--- config.mk ---
export PLATFORM = sky130hd
export DESIGN_NAME = sdchk_rules
export DESIGN_NICKNAME = d
export VERILOG_FILES = /design/src/rtl/sdchk_pkg.sv /design/src/rtl/sdchk_rules.sv
export SDC_FILE = /design/constraint.sdc
export NUM_CORES = 1
export LEC_CHECK = 0
export ABC_AREA = 1
export BUFFER_PORTS_ARGS = -buffer_cell sky130_fd_sc_hd__buf_2
export CORE_AREA = 2 2 39 41
export DETAILED_ROUTE_END_ITERATION = 8
export DIE_AREA = 0 0 41 43
export PLACE_DENSITY_LB_ADDON = 0.25
export SLEW_MARGIN = 5
export SYNTH_ARGS = -nofsm -noshare
export SYNTH_HDL_FRONTEND = slang
export SYNTH_SLANG_ARGS = --single-unit
--- constraint.sdc ---
create_clock -name vclk -period 1.9
set_clock_uncertainty 0.05 [all_clocks]
set_input_delay 0.57 -clock vclk [all_inputs]
set_output_delay 0.57 -clock vclk [all_outputs]
set_load 0.01 [all_outputs]
--- src/rtl/sdchk_pkg.sv ---
package sdchk_pkg;

    typedef enum logic [3:0] {
        CMD_NOP   = 4'd0,
        CMD_MODE  = 4'd1,
        CMD_EMODE = 4'd2,
        CMD_ACT   = 4'd3,
        CMD_RD    = 4'd4,
        CMD_WR    = 4'd5,
        CMD_PRE   = 4'd6,
        CMD_BST   = 4'd7,
        CMD_REF   = 4'd8
    } cmd_e;

    typedef enum logic [2:0] {
        ERR_NONE      = 3'd0,
        ERR_MRD       = 3'd1,
        ERR_MODE_BUSY = 3'd2,
        ERR_ACT_OPEN  = 3'd3,
        ERR_ACC_IDLE  = 3'd4,
        ERR_BANK_BUSY = 3'd5,
        ERR_REF_BUSY  = 3'd6,
        ERR_BST_NONE  = 3'd7
    } err_e;

    localparam int BL_MAX = 8;

    typedef struct packed {
        logic       full;
        logic [3:0] beats;
    } blen_t;

    typedef struct packed {
        logic act;
        logic acc;
        logic ap;
        logic pre_one;
        logic pre_all;
        logic mode;
        logic setbl;
        logic bst;
    } go_t;

    function automatic blen_t decode_blen(input logic [2:0] code);
        blen_t b;
        b.full = 1'b0;
        case (code)
            3'd1:    b.beats = 4'd2;
            3'd2:    b.beats = 4'd4;
            3'd3:    b.beats = 4'd8;
            3'd7:    begin b.beats = 4'd1; b.full = 1'b1; end
            default: b.beats = 4'd1;
        endcase
        return b;
    endfunction

    function automatic cmd_e to_cmd(input logic [3:0] raw);
        cmd_e c;
        case (raw)
            4'd1:    c = CMD_MODE;
            4'd2:    c = CMD_EMODE;
            4'd3:    c = CMD_ACT;
            4'd4:    c = CMD_RD;
            4'd5:    c = CMD_WR;
            4'd6:    c = CMD_PRE;
            4'd7:    c = CMD_BST;
            4'd8:    c = CMD_REF;
            default: c = CMD_NOP;
        endcase
        return c;
    endfunction

endpackage

--- src/rtl/sdchk_rules.sv ---
module sdchk_rules
    import sdchk_pkg::*;
#(
    parameter int NBANK = 4,
    localparam int BA_W = $clog2(NBANK)
) (
    input  cmd_e              cmd,
    input  logic [BA_W-1:0]   ba,
    input  logic              a10,
    input  logic [NBANK-1:0]  bank_open,
    input  logic [NBANK-1:0]  bank_busy,
    input  logic              mrd_wait,
    input  logic              burst_live,
    output err_e              err,
    output go_t               go
);
    logic sel_open;
    logic sel_busy;
    logic any_active;

    always_comb begin
        sel_open   = bank_open[ba];
        sel_busy   = bank_busy[ba];
        any_active = (|bank_open) || (|bank_busy);
        err        = ERR_NONE;
        go         = '0;
        if (cmd != CMD_NOP && mrd_wait) begin
            err = ERR_MRD;
        end else begin
            case (cmd)
                CMD_MODE, CMD_EMODE: begin
                    if (any_active) err = ERR_MODE_BUSY;
                    else begin
                        go.mode  = 1'b1;
                        go.setbl = (cmd == CMD_MODE);
                    end
                end
                CMD_ACT: begin
                    if (sel_busy)      err = ERR_BANK_BUSY;
                    else if (sel_open) err = ERR_ACT_OPEN;
                    else               go.act = 1'b1;
                end
                CMD_RD, CMD_WR: begin
                    if (sel_busy)       err = ERR_BANK_BUSY;
                    else if (!sel_open) err = ERR_ACC_IDLE;
                    else begin
                        go.acc = 1'b1;
                        go.ap  = a10;
                    end
                end
                CMD_PRE: begin
                    if (a10) begin
                        if (|bank_busy) err = ERR_BANK_BUSY;
                        else            go.pre_all = 1'b1;
                    end else begin
                        if (sel_busy)   err = ERR_BANK_BUSY;
                        else            go.pre_one = 1'b1;
                    end
                end
                CMD_BST: begin
                    if (!burst_live) err = ERR_BST_NONE;
                    else             go.bst = 1'b1;
                end
                CMD_REF: begin
                    if (any_active) err = ERR_REF_BUSY;
                end
                default: ;
            endcase
        end
    end

endmodule

==> results.py <==
metrics = {
    "worst_setup_path": {
        "cp_slowest_cell": "buf_2",
        "path_buf_inv": 3,
        "crit_cells": 8,
        "cpPeakStageDelay_ns": 0.15,
        "crit_top_cell": "nand3_4",
        "path_delay_family": "simple AND/OR/NAND/NOR gates",
        "crit_chain": "buf_12, nand2_2, nand3_4, nand2_4, nand3_4, buf_4, nor3_1, buf_2",
        "worst_setup_path_end_kind": "output pin",
        "cp.arrival_ns": 1.47,
        "path_class": "input port to output pin",
        "worst-path-max-fanout": 5,
        "crit_path_start_kind": "input port",
        "worst_ep_required_time_ns": 1.28,
    },
    "synthesis": {
        "synth_largest_area_cell": "nand2_1",
        "synth.area.top_cells": "nand2_1 26%, nor2_1 17%, inv_1 8.8%",
        "yosysWarnings": 0,
        "avgSynthCellArea_um2": 4.70,
        "synth_top_area_share_pct": 26.3,
        "syn-num-nets": 99,
        "ys_seq_area_share_pct": 0,
        "synth_cells": 82,
        "synth_cell_types": 17,
        "synthesis.area_um2": 385,
    },
    "min_path": {
        "hold_depth": 4,
        "holdCritPathClass": "input port to output pin",
        "hp-start": "burst_live",
        "min_to": "go[0]",
    },
    "floorplan": {
        "die_h_um": 43,
        "num_rows": 14,
        "pin_count": 28,
        "die_area_mm2": 0.00176,
        "fp.dieW_um": 41,
        "core-area_mm2": 0.00138,
        "initial_core_util_pct": 27.8,
    },
    "timing": {
        "fin_crit_sh_pct": 110,
        "relSlewSlack_pct": 84.5,
        "max_slew.worst_pin.slew_ns": 0.231,
        "tns_ns": -1.19,
        "slew_viol_final": 0,
        "hold_viol_final": 0,
        "period_needed_ns": 2.09,
        "rsz0062_at_grt": "yes",
        "clock.fmax_mhz": 479,
        "fin_ws_ns": -0.186,
        "setup_viol": 11,
    },
    "layout": {
        "multiInputGateArea_um2": 484,
        "n_antenna_cell": 0,
        "seq_cell_count": 0,
        "layout-drive-gt1-share_pct": 63.6,
        "final_cells": 137,
        "syn_to_final_growth_pct": 131,
        "fillers": 137,
        "register_area_um2": 0,
        "nClkBuffers": 0,
        "layout_common_cells": "19 x nand2_1, 17 x buf_2, 11 x nor2_1, 11 x buf_4, 8 x buf_6",
        "mostFrequentLayoutCell": "nand2_1",
        "finalNetCount": 140,
        "fin_util_pct": 64.3,
    },
    "global_routing": {
        "grt_pass1_vias": 550,
        "grt_pass1_wl_mm": 1.96,
        "grt_antenna_before_repair": 0,
        "grt.total_usage_pct": 15.0,
        "grt.overflow.total": 0,
        "grt_start_max_net_pins": 6,
    },
    "pwr": {
        "pwr-share-clk_pct": 0,
        "internal_power_uw": 87.9,
        "swShare_pct": 51.1,
        "p_leak_uw": 0.000446,
        "combinationalPowerShare_pct": 100.0,
        "p_sw_uw": 91.8,
        "worst_ir_drop_vdd_mv": 0.116,
        "p_seq_share_pct": 0,
        "power.density_mw_per_mm2": 202,
    },
    "routing": {
        "drt_iter0_markers": 5,
        "routed_wl_mm": 1.32,
        "detail_route.first_pass.iterations": 4,
        "antenna_left": 0,
        "avgViaCountPerCell": 4.66,
        "dr_total_vias": 639,
        "avgRoutedWirePerCell_um": 9.60,
        "route.detailed.drc": 0,
    },
    "clock_network": {
        "cts_hold_buffers": 0,
    },
    "place": {
        "port_buffers": 28,
        "hpwl_mm": 1.02,
        "gp_congestion": 0.732,
        "dp_cells": 134,
        "post-place-ws_ns": -0.267,
    },
    "status": {
        "violations": "setup timing",
        "status": "complete, but fails checks",
    },
    "run": {
        "drv_cap": 0,
    },
}
-- cells by family (layout without fill, tap and decap cells) --
kind of cell | after synthesis | after routing | synth area share (%)
AND/OR/NAND/NOR | 66 | 66 | 81.8
buffers and inverters | 14 | 53 | 13.6
AO/OA/AOI/OAI | 2 | 2 | 4.55
-- worst min-delay path: cells and delay by family --
| family | cells | cell delay (ns) |
|---|---|---|
| buffers and inverters | 2 | 0.23 |
| AND/OR/NAND/NOR | 2 | 0.09 |
-- what timing repair did --
| action | CTS | global route |
|---|---|---|
| pin swaps | 7 | 9 |
| buffers inserted | 2 | 1 |
| gates resized for setup | 44 | 19 |
| cloned | 0 | 0 |
| endpoints found under the setup margin | 11 | 11 |
-- Yosys cell counts --
master and n:
nand4_1 1, o22ai_1 1, or2_1 1, nand2_2 2
a21boi_2 1, nor4_1 2, nand3_4 1, inv_2 4
nor2_2 3, nor3_1 3, inv_1 9, nor2_1 17
nand2_4 1, clkinv_1 1, nand3_2 2, nand3_1 6
nand2_1 27
-- cell type report --
type                       instances  share of cell area (%)
multi-input combinational         68                    54.4
timing repair buffer              39                    34.6
inverter                          14                    8.72
tap                               16                    2.25
-- worst max path at each step --
stage / from / end / slack, ns
6_report: ba[0] / go[6] / -0.19
5_1_grt: ba[0] / err[2] / -0.27
4_1_cts: ba[0] / go[5] / -0.19
3_5_place_dp: bank_busy[0] / err[2] / -0.27
3_3_place_gp: bank_busy[1] / err[2] / -0.26
2_1_floorplan: cmd[3] / go[5] / 0.02
-- per-layer routing --
metal	vias to the layer above	global-route usage, %	part of all wire (%)
met5	-	0	0
met4	0	0	0
met3	0	0	5.0
met2	19	31.6	57
met1	286	15.5	38
li1	334	-	-
-- power by group through the flow --
stage	logic (µW)	clock network, µW	registers [µW]
floorplan	61.5	0	0
global route	195	0	0
finish	180	0	0
CTS	156	0	0
detailed placement	112	0	0
global placement	111	0	0
-- stage by stage --
stage	cell area [µm²]	total power [µW]	hold slack, ns
floorplan	398	61.5	1.12
finish	890	180	1.42
CTS	798	156	1.43
detailed placement	618	112	1.42
global route	890	195	1.45
global placement	618	111	1.41
Note: power is estimated with default switching activity, not from simulation.
